[config.mk]
export PLATFORM = sky130hd
export DESIGN_NAME = sync_rx_master
export DESIGN_NICKNAME = d
export VERILOG_FILES = /design/src/rtl/sync_rx_pkg.sv /design/src/rtl/srx_baud.sv /design/src/rtl/srx_shift.sv /design/src/rtl/srx_fifo.sv /design/src/rtl/sync_rx_master.sv
export SDC_FILE = /design/constraint.sdc
export NUM_CORES = 1
export LEC_CHECK = 0
export BUFFER_PORTS_ARGS = -buffer_cell sky130_fd_sc_hd__buf_2
export CAP_MARGIN = 25
export CORE_AREA = 2 2 85 87
export CTS_BUF_LIST = sky130_fd_sc_hd__clkbuf_2
export DETAILED_ROUTE_END_ITERATION = 6
export DIE_AREA = 0 0 87 89
export GPL_ROUTABILITY_DRIVEN = 0
export PLACE_DENSITY = 0.81
export SETUP_SLACK_MARGIN = 0.3
export SLEW_MARGIN = 20
export SYNTH_ARGS = -nofsm -noshare
export SYNTH_HDL_FRONTEND = slang
export SYNTH_SLANG_ARGS = --single-unit
[constraint.sdc]
create_clock -name clk -period 3.35 [get_ports clk]
set_clock_uncertainty 0.2 [all_clocks]
set_input_delay 0.1675 -clock clk [delete_from_list [all_inputs] [get_ports clk]]
set_output_delay 0.1675 -clock clk [all_outputs]
set_load 0.03 [all_outputs]
[src/rtl/sync_rx_pkg.sv]
package sync_rx_pkg;
  localparam int WORD_W = 8;
  localparam int IDX_W  = $clog2(WORD_W + 2);
  typedef logic [WORD_W:0] rx_word_t;
endpackage

[src/rtl/srx_baud.sv]
module srx_baud #(
  parameter int DIV_W = 16,
  parameter int LOW_W = 8
) (
  input  logic             clk,
  input  logic             rst_n,
  input  logic             run,
  input  logic             wide,
  input  logic [DIV_W-1:0] div_val,
  output logic             half_tick
);
  localparam int CW = DIV_W + 2;

  logic [CW-1:0] sel, half_len, cnt_q, cnt_d;

  always_comb begin
    sel       = wide ? CW'(div_val) : CW'(div_val[LOW_W-1:0]);
    half_len  = (sel + CW'(1)) << 1;
    half_tick = run && (cnt_q >= half_len - CW'(1));
    cnt_d     = (!run || half_tick) ? '0 : cnt_q + CW'(1);
  end

  always_ff @(posedge clk or negedge rst_n) begin
    if (!rst_n) cnt_q <= '0;
    else        cnt_q <= cnt_d;
  end
endmodule

[src/rtl/srx_shift.sv]
module srx_shift
  import sync_rx_pkg::*;
(
  input  logic     clk,
  input  logic     rst_n,
  input  logic     go,
  input  logic     half_tick,
  input  logic     ninth_en,
  input  logic     sdi_eff,
  output logic     active,
  output logic     sck_low,
  output logic     word_done,
  output rx_word_t word_out
);
  logic             active_q, active_d, phase_q, phase_d;
  logic [IDX_W-1:0] idx_q, idx_d, nbits;
  rx_word_t         sh_q, sh_d;

  always_comb begin
    nbits     = ninth_en ? IDX_W'(WORD_W + 1) : IDX_W'(WORD_W);
    active_d  = active_q;
    phase_d   = phase_q;
    idx_d     = idx_q;
    sh_d      = sh_q;
    word_done = 1'b0;
    if (!go) begin
      active_d = 1'b0;
      phase_d  = 1'b0;
      idx_d    = '0;
    end else if (!active_q) begin
      active_d = 1'b1;
      phase_d  = 1'b0;
      idx_d    = '0;
      sh_d     = '0;
    end else if (half_tick) begin
      if (!phase_q) begin
        phase_d     = 1'b1;
        sh_d[idx_q] = sdi_eff;
        idx_d       = idx_q + IDX_W'(1);
      end else begin
        phase_d = 1'b0;
        if (idx_q == nbits) begin
          word_done = 1'b1;
          active_d  = 1'b0;
          idx_d     = '0;
        end
      end
    end
  end

  always_ff @(posedge clk or negedge rst_n) begin
    if (!rst_n) begin
      active_q <= 1'b0;
      phase_q  <= 1'b0;
      idx_q    <= '0;
      sh_q     <= '0;
    end else begin
      active_q <= active_d;
      phase_q  <= phase_d;
      idx_q    <= idx_d;
      sh_q     <= sh_d;
    end
  end

  assign active   = active_q;
  assign sck_low  = active_q & phase_q;
  assign word_out = sh_q;
endmodule

[src/rtl/srx_fifo.sv]
module srx_fifo
  import sync_rx_pkg::*;
#(
  parameter int DEPTH = 2
) (
  input  logic     clk,
  input  logic     rst_n,
  input  logic     push,
  input  logic     pop,
  input  rx_word_t din,
  output rx_word_t dout,
  output logic     not_empty,
  output logic     full,
  output logic [$clog2(DEPTH+1)-1:0] level
);
  localparam int AW = (DEPTH > 1) ? $clog2(DEPTH) : 1;
  localparam int CW = $clog2(DEPTH + 1);

  rx_word_t        mem_q [DEPTH];
  logic [AW-1:0]   wr_q, wr_d, rd_q, rd_d;
  logic [CW-1:0]   cnt_q, cnt_d;
  logic            do_push, do_pop;

  function automatic logic [AW-1:0] bump(input logic [AW-1:0] p);
    return (p == AW'(DEPTH - 1)) ? '0 : p + AW'(1);
  endfunction

  always_comb begin
    do_pop  = pop && (cnt_q != '0);
    do_push = push && ((cnt_q != CW'(DEPTH)) || do_pop);
    wr_d    = do_push ? bump(wr_q) : wr_q;
    rd_d    = do_pop  ? bump(rd_q) : rd_q;
    cnt_d   = cnt_q + CW'(do_push) - CW'(do_pop);
  end

  always_ff @(posedge clk or negedge rst_n) begin
    if (!rst_n) begin
      wr_q  <= '0;
      rd_q  <= '0;
      cnt_q <= '0;
    end else begin
      wr_q  <= wr_d;
      rd_q  <= rd_d;
      cnt_q <= cnt_d;
    end
  end

  always_ff @(posedge clk) begin
    if (do_push) mem_q[wr_q] <= din;
  end

  assign dout      = mem_q[rd_q];
  assign not_empty = (cnt_q != '0);
  assign full      = (cnt_q == CW'(DEPTH));
  assign level     = cnt_q;
endmodule

[src/rtl/sync_rx_master.sv]
module sync_rx_master
  import sync_rx_pkg::*;
#(
  parameter int DIV_W = 16,
  parameter int LOW_W = 8,
  parameter int DEPTH = 2
) (
  input  logic                clk,
  input  logic                rst_n,
  input  logic                sync_en,
  input  logic                single_start,
  input  logic                cont_en,
  input  logic                wide_div,
  input  logic [DIV_W-1:0]    div_val,
  input  logic                ninth_en,
  input  logic                clk_inv,
  input  logic                dat_inv,
  input  logic                rx_ie,
  input  logic                rd_strobe,
  input  logic                sdi_i,
  output logic                sck_o,
  output logic [WORD_W-1:0]   rx_data,
  output logic                rx_bit8,
  output logic                rx_done,
  output logic                rx_irq,
  output logic                ovr_err,
  output logic                single_armed
);
  localparam int LVL_W = $clog2(DEPTH + 1);

  logic     armed_q, armed_d, ovr_q, ovr_d;
  logic     go, half_tick, active, sck_low, word_done;
  logic     fifo_full, not_empty, push, pop, ovr_set;
  rx_word_t word_out, head;
  logic [LVL_W-1:0] fifo_level;

  assign go = sync_en & (cont_en | armed_q) & ~ovr_q;

  srx_baud #(.DIV_W(DIV_W), .LOW_W(LOW_W)) baud_i (
    .clk(clk), .rst_n(rst_n), .run(active), .wide(wide_div),
    .div_val(div_val), .half_tick(half_tick)
  );

  srx_shift shift_i (
    .clk(clk), .rst_n(rst_n), .go(go), .half_tick(half_tick),
    .ninth_en(ninth_en), .sdi_eff(sdi_i ^ dat_inv), .active(active),
    .sck_low(sck_low), .word_done(word_done), .word_out(word_out)
  );

  srx_fifo #(.DEPTH(DEPTH)) fifo_i (
    .clk(clk), .rst_n(rst_n), .push(push), .pop(pop), .din(word_out),
    .dout(head), .not_empty(not_empty), .full(fifo_full), .level(fifo_level)
  );

  always_comb begin
    pop     = rd_strobe & not_empty;
    push    = word_done & (~fifo_full | pop);
    ovr_set = word_done & fifo_full & ~pop;
    armed_d = armed_q;
    if (single_start) armed_d = 1'b1;
    if (word_done)    armed_d = 1'b0;
    ovr_d   = cont_en ? (ovr_q | ovr_set) : 1'b0;
  end

  always_ff @(posedge clk or negedge rst_n) begin
    if (!rst_n) begin
      armed_q <= 1'b0;
      ovr_q   <= 1'b0;
    end else begin
      armed_q <= armed_d;
      ovr_q   <= ovr_d;
    end
  end

  assign sck_o        = ~sck_low ^ clk_inv;
  assign rx_data      = head[WORD_W-1:0];
  assign rx_bit8      = head[WORD_W];
  assign rx_done      = not_empty;
  assign rx_irq       = not_empty & rx_ie;
  assign ovr_err      = ovr_q;
  assign single_armed = armed_q;
endmodule

==> metrics.txt, run 1 <==
status=finished, violations left; failing checks=setup timing; number of detailed-route iterations in the first pass=5; PD cells=321 nW/um^2; reg2reg path depth=11; post-route design area=5300 sq um; DIE AREA=7740 sq um; 1st-iter DRT viols=257; Final WS setup=-0.0638 ns; synth unique cells=57; mux cell area share after synthesis=3.29%; DP Wirelength=about 6000 um; RSZ-0062 raised after global routing=yes; Synth Instances=371; Synth Area in Compound Gates=11.4%; commonest non-fill, non-tap cell in the layout=buf_4; Die Wd=87 um; area of the multi-input gates=about 2500 sq um; YS warnings=0; Clock Path Buffers=2; #FFs+latches synth=57; die height=between 80 and 90 um; Routed WL=10900 um; slew margin rel.=39.6%; layout cell share with drive strength beyond 1=43.3%; largest net degree at the start of global routing=40; Worst Hold End=shift_i.word_out[8]; H-tree depth=3; crit path kind=in -> reg; cell area after placement=4510 sq um; Cell Rows=30; sequential-to-total area share from yosys stat=41.1%; period utilization=102%; Clock Pin Slew Worst Setup and Hold Paths=0.18 ns; Post-Syn Area=3690 sq um; initial core utilization=a little over half; CTS Buf Count=9; Worst Hold Path Cells=4; CP Capture Type=register; Hold WC Path Type=in -> reg; Core Region=6720 sq um; Post-synth ARST share=68.4%; vias in the first global route=between 3000 and 4000; Post-Route Utilization=78.9%; hold_ws=0.0783 ns; most frequent cells in the layout=buf_4, dfrtp_1, buf_2; later-pin clock latency in the skew report=0.48 ns; Hold Startpoint=sdi_i; antenna violations before repair=0; via count=3551; Setup-failing EPs final=5; Root Buffer=clkbuf_2; CP Launch Type=input pin; RR Endpoint=fifo_i.level[1]; Post-Syn Nets=roughly 420; antenna viol nets, final=0; total leakage power=around 2.3 nW; # diodes=0; Post-synth EDFFs=18; Synth Area in XOR/XNOR=10.4%; adder-cell area share of the yosys netlist=8.48%; main combinational cell family by area after synthesis=simple AND/OR/NAND/NOR gates; Max FO, Critical Path=6; fmax=roughly 300 MHz; DR WL/cell=18.7 um; DRC=0; port bufs=slightly above 40; Sequential cell area=between 1500 and 2000 sq um; # IOs=42; total grt overflow=0; Main synth FF type=dfrtp_1; total of max-cap violations=0; CTS tree=done; Fillers=roughly 360; Post-Synth Simple-Gate Area=22.4%; reg-to-reg slack, setup=0.48 ns; FF-to-FF Start=baud_i.cnt_q[9]; Pwr Total=1.70 mW; maximum VDD drop=around 0.26 mV; final hold vios=0; Least-Margin Pin Slew=0.907 ns; layout net count=approximately 550; clk sinks=between 50 and 60; area grow syn2layout=43.7%; Final Max Tran Viols=0; Synth Area per Inst=9.95 sq um; WP data arrival=3.60 ns; Total GRT Usage=roughly a quarter; DR vias/cell=6.08; first-pass GRT wire length=15000 um; CP Data Required Time=3.54 ns; Tmin final=3.41 ns
[through the flow]
| stage | TNS, ns | worst slack, ns | instances |
|---|---|---|---|
| after global routing | -1.86 | -0.148 | 584 |
| after detailed placement | -21.23 | -0.543 | 540 |
| final | -0.273 | -0.0638 | 584 |
| after CTS | 0 | 0.174 | 577 |
| after floorplan | -3.91 | -0.215 | 371 |
| after global placement | -13.97 | -0.387 | 540 |
[cell usage after synthesis, types with 2 or more instances]
cell      number  area, sq um
dfrtp_1       39          976
and2_1         3         18.8
and3_1         5         31.3
o211ai_1       4         30.0
nand4_1        8         50.1
and4_1         3         26.3
a21oi_1        9         45.0
a211oi_1       3         22.5
o31ai_2        2         25.0
a21boi_2       2         22.5
mux2i_1        2         20.0
o31ai_1        3         22.5
nor3b_1        3         22.5
inv_1         13         48.8
or4_1          2         15.0
mux2_2         9          101
clkbuf_1       5         18.8
nand2b_1      10         62.6
nor4_1         6         37.5
nor2b_1        3         18.8
xor2_1        23          201
ha_1          25          313
nand3_1       16         80.1
xnor2_1       21          184
o21ai_0        5         25.0
nor2_1        30          113
edfxtp_1      18          541
a32o_1         9         90.1
a31o_2         3         26.3
buf_2          4         20.0
nor3_1        17         85.1
or2_1          3         18.8
nor4b_2        2         30.0
nand2_1       38          143
[worst max-delay path: stages]
cell and delay (ns):
buf_8 0.10, buf_4 0.13, nor3_2 0.24, nand2b_1 0.10, a21oi_2 0.25, nand2_1 0.13
a32o_1 0.24, xnor2_1 0.17, ha_1 0.29, a21oi_1 0.21, o21ai_0 0.12, buf_4 0.16
nor4_2 0.26, buf_4 0.17, o21ai_2 0.06, and4b_2 0.33, ha_4 0.19, xnor2_2 0.13
xnor2_1 0.13
[registers in the layout, summed over array words and instances (netlist names)]
signal,cells
fifo_i.level,2
fifo_i.mem_q,18
single_armed,1
ovr_err,1
baud_i.cnt_q,18
shift_i.word_out,9
shift_i.active,1
fifo_i.wr_q,1
shift_i.phase_q,1
shift_i.idx_q,4
fifo_i.rd_q,1
[where the power goes]
part / switching [mW] / internal [mW] / leakage (nW) / total (mW)
combinational: 0.213 / 0.192 / 1.51 / 0.405
sequential: 0.0436 / 0.741 / 0.722 / 0.785
clock: 0.265 / 0.248 / 0.0857 / 0.514
[layer usage]
layer,track usage (%),up-vias,part of all wire [%]
met5,0,-,0
li1,-,1615,-
met3,5.36,61,6.1
met4,10.2,0,4.7
met2,41.4,185,50
met1,31.8,1690,39
[cell families after synthesis]
logic type | count (synthesis)
and+or+nand+nor | 156
DFF | 57
AOI/OAI and AO/OA | 54
xor gates and xnor gates | 44
adders and majority gates | 25
buffers and inverters | 24
muxes | 11
[layout make-up]
type | count | share of cell area [%]
multi-input cells | 292 | 47.4
flip-flops and latches | 57 | 28.6
repair buffers | 126 | 18.7
well taps | 80 | 1.89
clock inverters | 6 | 1.58
clock buffers | 10 | 0.944
inverters | 13 | 0.920
[worst max-delay path by stage]
stage / from / to / slack [ns] / depth (start not counted)
finish: div_val[6] / fifo_i.level[1] / -0.06 / 19
global route: div_val[6] / fifo_i.level[1] / -0.15 / 19
CTS: div_val[6] / fifo_i.level[1] / 0.17 / 16
detailed placement: div_val[0] / fifo_i.level[1] / -0.54 / 16
global placement: div_val[3] / fifo_i.level[1] / -0.39 / 16
floorplan: div_val[4] / fifo_i.level[1] / -0.22 / 16
[what timing repair did]
action	in CTS	in global routing
buffers inserted	14	7
setup endpoints to repair	46	56
resized for setup	34	56
hold endpoints to repair	46	0
gates cloned	2	0
pin swaps	19	20
hold buffers	5	0
Power figures use the tool's default switching activity.
==> inputs of run 2 (changes only) <==
--- a/config.mk
+++ b/config.mk
@@ -7,12 +7,14 @@
 export LEC_CHECK = 0
 export BUFFER_PORTS_ARGS = -buffer_cell sky130_fd_sc_hd__buf_2
 export CAP_MARGIN = 25
-export CORE_AREA = 2 2 85 87
+export CELL_PAD_IN_SITES_DETAIL_PLACEMENT = 0
+export CELL_PAD_IN_SITES_GLOBAL_PLACEMENT = 1
+export CORE_AREA = 2 2 92 94
 export CTS_BUF_LIST = sky130_fd_sc_hd__clkbuf_2
 export DETAILED_ROUTE_END_ITERATION = 6
-export DIE_AREA = 0 0 87 89
+export DIE_AREA = 0 0 94 96
 export GPL_ROUTABILITY_DRIVEN = 0
-export PLACE_DENSITY = 0.81
+export PLACE_DENSITY = 0.86
 export SETUP_SLACK_MARGIN = 0.3
 export SLEW_MARGIN = 20
 export SYNTH_ARGS = -nofsm -noshare
==> metrics.txt, run 2 (synthesized netlist as in run 1, its figures left out) <==
Die Wd=around 94 um; largest net degree at the start of global routing=40; DR WL/cell=13.9 um; Cell Rows=33; 1st-iter DRT viols=98; crit path kind=in -> reg; # IOs=between 40 and 50; final cell count without fillers=596; worst path bufs/invs=5; commonest non-fill, non-tap cell in the layout=buf_4; Total GRT Usage=19.6%; via count=3124; first-pass GRT wire length=between 10000 and 15000 um; Post-Route Utilization=~62%; later-pin clock latency in the skew report=~0.48 ns; critical-path cell list=buf_8 -> nand4_4 -> buf_6 -> or4_4 -> a21boi_4 -> buf_6 -> nor4b_4 -> buf_4 -> xnor2_2 -> ha_1 -> nand2_2 -> nor3_2 -> o211ai_1 -> o21ai_2 -> and4b_2 -> buf_4 -> nor2b_4; number of detailed-route iterations in the first pass=4; # diodes=0; final hold vios=0; Setup-failing EPs final=0; Least-Margin Pin Slew=0.873 ns; area grow syn2layout=36.0%; Root Buffer=clkbuf_2; post-route design area=5020 sq um; CP Data Required Time=roughly 3.3 ns; vias in the first global route=3077; CP Launch Type=input pin; port bufs=41; die height=96 um; DP Cell Count=561; Tmin final=between 3 and 4 ns; total of max-cap violations=0; Fin Setup TNS=0 ns; fmax=311 MHz; total grt overflow=0; layout net count=539; Core Region=8050 sq um; DP Wirelength=about 6000 um; Clock Pin Slew Worst Setup and Hold Paths=0.20 ns; status=complete, no violations; PD cells=315 nW/um^2; DIE AREA=9020 sq um; DRC=0; CTS Buf Count=9; critical path's slowest cell=or4_4; hold_ws=0.0444 ns; Final Max Tran Viols=0; H-tree depth=3; period utilization=96.1%; WP data arrival=between 3 and 4 ns; total leakage power=2.18 nW; clk sinks=57; Routed WL=8270 um; antenna viol nets, final=0; Clock Path Buffers=2; slew margin rel.=41.8%; initial core utilization=45.8%; CTS tree=done; most frequent cells in the layout=buf_4, dfrtp_1, nand2_1; Hold WC Path Type=in -> reg; layout cell share with drive strength beyond 1=36.9%; maximum VDD drop=0.276 mV; cell area after placement=roughly 4500 sq um; max incr delay on CP=0.49 ns; DR vias/cell=about 5.2; Max FO, Critical Path=6; CP Capture Type=register; CP top delay family=simple AND/OR/NAND/NOR gates; antenna violations before repair=0; RSZ-0062 raised after global routing=yes
==> run 2: worst paths after layout <==
path / start / end / slack (ns) / depth (start not counted)
max: div_val[6] / fifo_i.mem_q[0][8] / 0.13 / 17
min: ninth_en / shift_i.active / 0.04 / 4
max reg2reg: baud_i.cnt_q[9] / fifo_i.mem_q[0][8] / 0.67 / 10
min reg2reg: shift_i.word_out[0] / fifo_i.mem_q[0][0] / 0.30 / 0
max in group asynchronous: rst_n / baud_i.cnt_q[1] / 2.26 / 2
min in group asynchronous: rst_n / shift_i.idx_q[0] / 0.11 / 2
==> run 2: worst reg2reg max path, stage by stage (launching register included) <==
cell,delay (ns)
dfrtp_1,0.46
ha_1,0.32
a21oi_1,0.14
o21ai_0,0.10
buf_4,0.15
nor4_2,0.26
buf_4,0.17
o21ai_2,0.07
and4b_2,0.31
buf_4,0.15
nor2b_4,0.13
==> run 2: routing by layer <==
layer  vias up  track usage [%]  part of all wire (%)
met5         -                0                     0
met4         0             5.07                  0.87
met3         9             3.68                   1.8
met2        30             33.8                    50
met1      1505             25.4                    47
li1       1580                -                     -
==> run 2: area by class of cell <==
class,instances,area (sq um)
well taps,105,131
multi-input cells,291,2350
inverters,13,48.8
fillers,687,3030
clock buffers,9,45.0
flip-flops and latches,57,1520
repair buffers,114,851
clock inverters,7,71.3
==> run 2: through the flow <==
stage	worst slack [ns]	total power, mW
2_1_floorplan	-0.215	0.985
3_3_place_gp	-0.430	1.10
3_5_place_dp	-0.572	1.11
4_1_cts	0.144	1.59
5_1_grt	-0.0118	1.66
6_report	0.132	1.58
==> run 2: report_power, final <==
group          total (mW)  internal (mW)  switching (mW)
clock               0.444          0.170           0.274
combinational       0.356          0.177           0.179
sequential          0.780          0.741          0.0387
total                1.58           1.09           0.491
==> run 2: what timing repair did <==
action                                  CTS  global route
hold buffers                              5             0
endpoints found under the setup margin   41            53
gates cloned                              1             0
endpoints found under the hold margin    47             0
setup buffers                            10             3
pin swaps                                14             5
resized for setup                        38             8
==> inputs of run 3 (changes only) <==
--- a/config.mk
+++ b/config.mk
@@ -5,16 +5,17 @@
 export SDC_FILE = /design/constraint.sdc
 export NUM_CORES = 1
 export LEC_CHECK = 0
+export ABC_AREA = 1
 export BUFFER_PORTS_ARGS = -buffer_cell sky130_fd_sc_hd__buf_2
 export CAP_MARGIN = 25
 export CELL_PAD_IN_SITES_DETAIL_PLACEMENT = 0
 export CELL_PAD_IN_SITES_GLOBAL_PLACEMENT = 1
-export CORE_AREA = 2 2 92 94
+export CORE_AREA = 2 2 99 101
 export CTS_BUF_LIST = sky130_fd_sc_hd__clkbuf_2
 export DETAILED_ROUTE_END_ITERATION = 6
-export DIE_AREA = 0 0 94 96
+export DIE_AREA = 0 0 101 103
 export GPL_ROUTABILITY_DRIVEN = 0
-export PLACE_DENSITY = 0.86
+export PLACE_DENSITY = 0.87
 export SETUP_SLACK_MARGIN = 0.3
 export SLEW_MARGIN = 20
 export SYNTH_ARGS = -nofsm -noshare
==> metrics.txt, run 3 <==
fmax=342 MHz; sequential-to-total area share from yosys stat=37.0%; 1st-iter DRT viols=about 90; FF-to-FF Start=baud_i.cnt_q[5]; Pwr Total=1.70 mW; layout cell share with drive strength beyond 1=between 20% and 30%; period utilization=87.3%; post-route design area=about 5200 sq um; DP Cell Count=739; reg-to-reg slack, setup=0.87 ns; Total GRT Usage=18.0%; DP Wirelength=7240 um; layout net count=700; Post-Syn Area=4100 sq um; Clock Path Buffers=2; vias in the first global route=3429; DR WL/cell=11.9 um; Post-synth top cells=nand2_1, inv_1, nor2_1; Clock Pin Slew Worst Setup and Hold Paths=0.19 ns; CP Data Required Time=3.37 ns; Synth Area per Inst=7.54 sq um; commonest non-fill, non-tap cell in the layout=nand2_1; total leakage power=2.62 nW; Post-Syn Nets=597; Tmin final=2.92 ns; Place WS=-0.150 ns; Main synth FF type=dfrtp_1; Root Buffer=clkbuf_2; port bufs=41; RSZ-0062 raised after global routing=yes; antenna violations before repair=0; Core Region=9460 sq um; Post-synth ARST share=68.4%; synth unique cells=41; slew margin rel.=between 40% and 50%; clk sinks=57; PD cells=approximately 330 nW/um^2; Least-Margin Pin Slew=0.896 ns; Hold WC Path Type=in -> async; Final Max Tran Viols=0; Final WS setup=0.427 ns; CP Launch Type=input pin; Die Wd=101 um; Fillers=approximately 890; first-pass GRT wire length=15000 um; WP data arrival=2.94 ns; # diodes=0; crit path kind=in -> reg; CTS Buf Count=9; dominant cell type by area after synthesis=dfrtp_1; area share of the largest cell type after synthesis=a little under a quarter; total of max-cap violations=0; hold_ws=around 0.1 ns; status=complete, no violations; initial core utilization=around 43%; number of detailed-route iterations in the first pass=4; H-tree depth=3; DR vias/cell=4.91; total grt overflow=0; via count=3763; Worst Setup EP=fifo_i.mem_q[1][3]; #FFs+latches synth=between 50 and 60; Setup crit start=div_val[0]; Routed WL=9100 um; Setup-failing EPs final=0; cell with the most instances after synthesis=nand2_1; YS warnings=0; later-pin clock latency in the skew report=0.48 ns; final hold vios=0; Synth Instances=544; CTS tree=done; antenna viol nets, final=0; Post-synth EDFFs=18; RR Endpoint=fifo_i.mem_q[1][3]; Fin Setup TNS=0 ns; DIE AREA=10400 sq um; maximum VDD drop=~0.25 mV; Post-Route Utilization=55.2%; Synth area leaders=dfrtp_1, nand2_1, edfxtp_1, ha_1, nand3_1; largest net degree at the start of global routing=40; most frequent cells in the layout=nand2_1, inv_1, buf_4; cell area after placement=4830 sq um; reg2reg path depth=9; # IOs=42; area grow syn2layout=27.4%; CP Capture Type=register; die height=roughly 100 um; Cell Rows=36; DRC=0; final cell count without fillers=766; Max FO, Critical Path=5
run 3: cell families after synthesis:
family / share of synthesized area, %
fa+ha+maj: 7.63
simple gates: 38.3
flops: 37.0
xor+xnor: 5.52
buf+inv: 6.68
compound gates: 4.88
run 3: how the worst min path moves through the flow:
stage	to	cells after the start
floorplan	baud_i.cnt_q[0]	0
global placement	shift_i.word_out[3]	1
detailed placement	shift_i.word_out[3]	1
CTS	shift_i.word_out[3]	2
global route	shift_i.word_out[2]	2
finish	shift_i.word_out[3]	2
run 3: area by class of cell:
class	count	area [sq um]	share of cell area, %
tap	114	143	2.73
clock inverter	7	103	1.96
clock buffer	9	45.0	0.862
timing repair buffer	99	666	12.7
inverter	63	239	4.57
sequential	57	1520	29.0
multi-input combinational	417	2510	48.1
run 3: worst max-delay path: stages:
cell and delay, ns:
buf_4 0.13, ha_4 0.17, nand2_4 0.08, nor2_4 0.05
buf_4 0.14, nand2_1 0.06, nand2_1 0.08, o21ai_4 0.11
nand2_2 0.10, nor2_4 0.12, nand3_1 0.13, xor2_1 0.18
ha_1 0.27, nand2_1 0.05, inv_1 0.07, o21ai_0 0.08
nand2_1 0.06, nand2_1 0.06, and2_1 0.17, nand3_4 0.12
nand4_1 0.24, nor2_2 0.30
run 3: report_power, final:
| part | switching (mW) | total (mW) | leakage, nW | internal [mW] |
|---|---|---|---|---|
| Sequential | 0.0320 | 0.770 | 0.718 | 0.738 |
| Combinational | 0.249 | 0.403 | 1.82 | 0.154 |
| Clock | 0.278 | 0.531 | 0.0827 | 0.253 |
| Total | 0.559 | 1.70 | 2.62 | 1.14 |
run 3: layer usage:
layer  up-vias  global-route usage, %  share of wire, %
li1       1995                      -                 -
met2        67                   33.9                52
met3        12                   3.25               2.8
met4         0                   5.93               1.7
met1      1689                   20.6                43
met5         -                      0                 0
run 3: timing repair:
item                       4_1_cts  5_1_grt
setup buffers                    0        3
resized for setup                0       38
setup endpoints to repair        0       35
hold endpoints to repair        57        0
hold buffers                     7        0
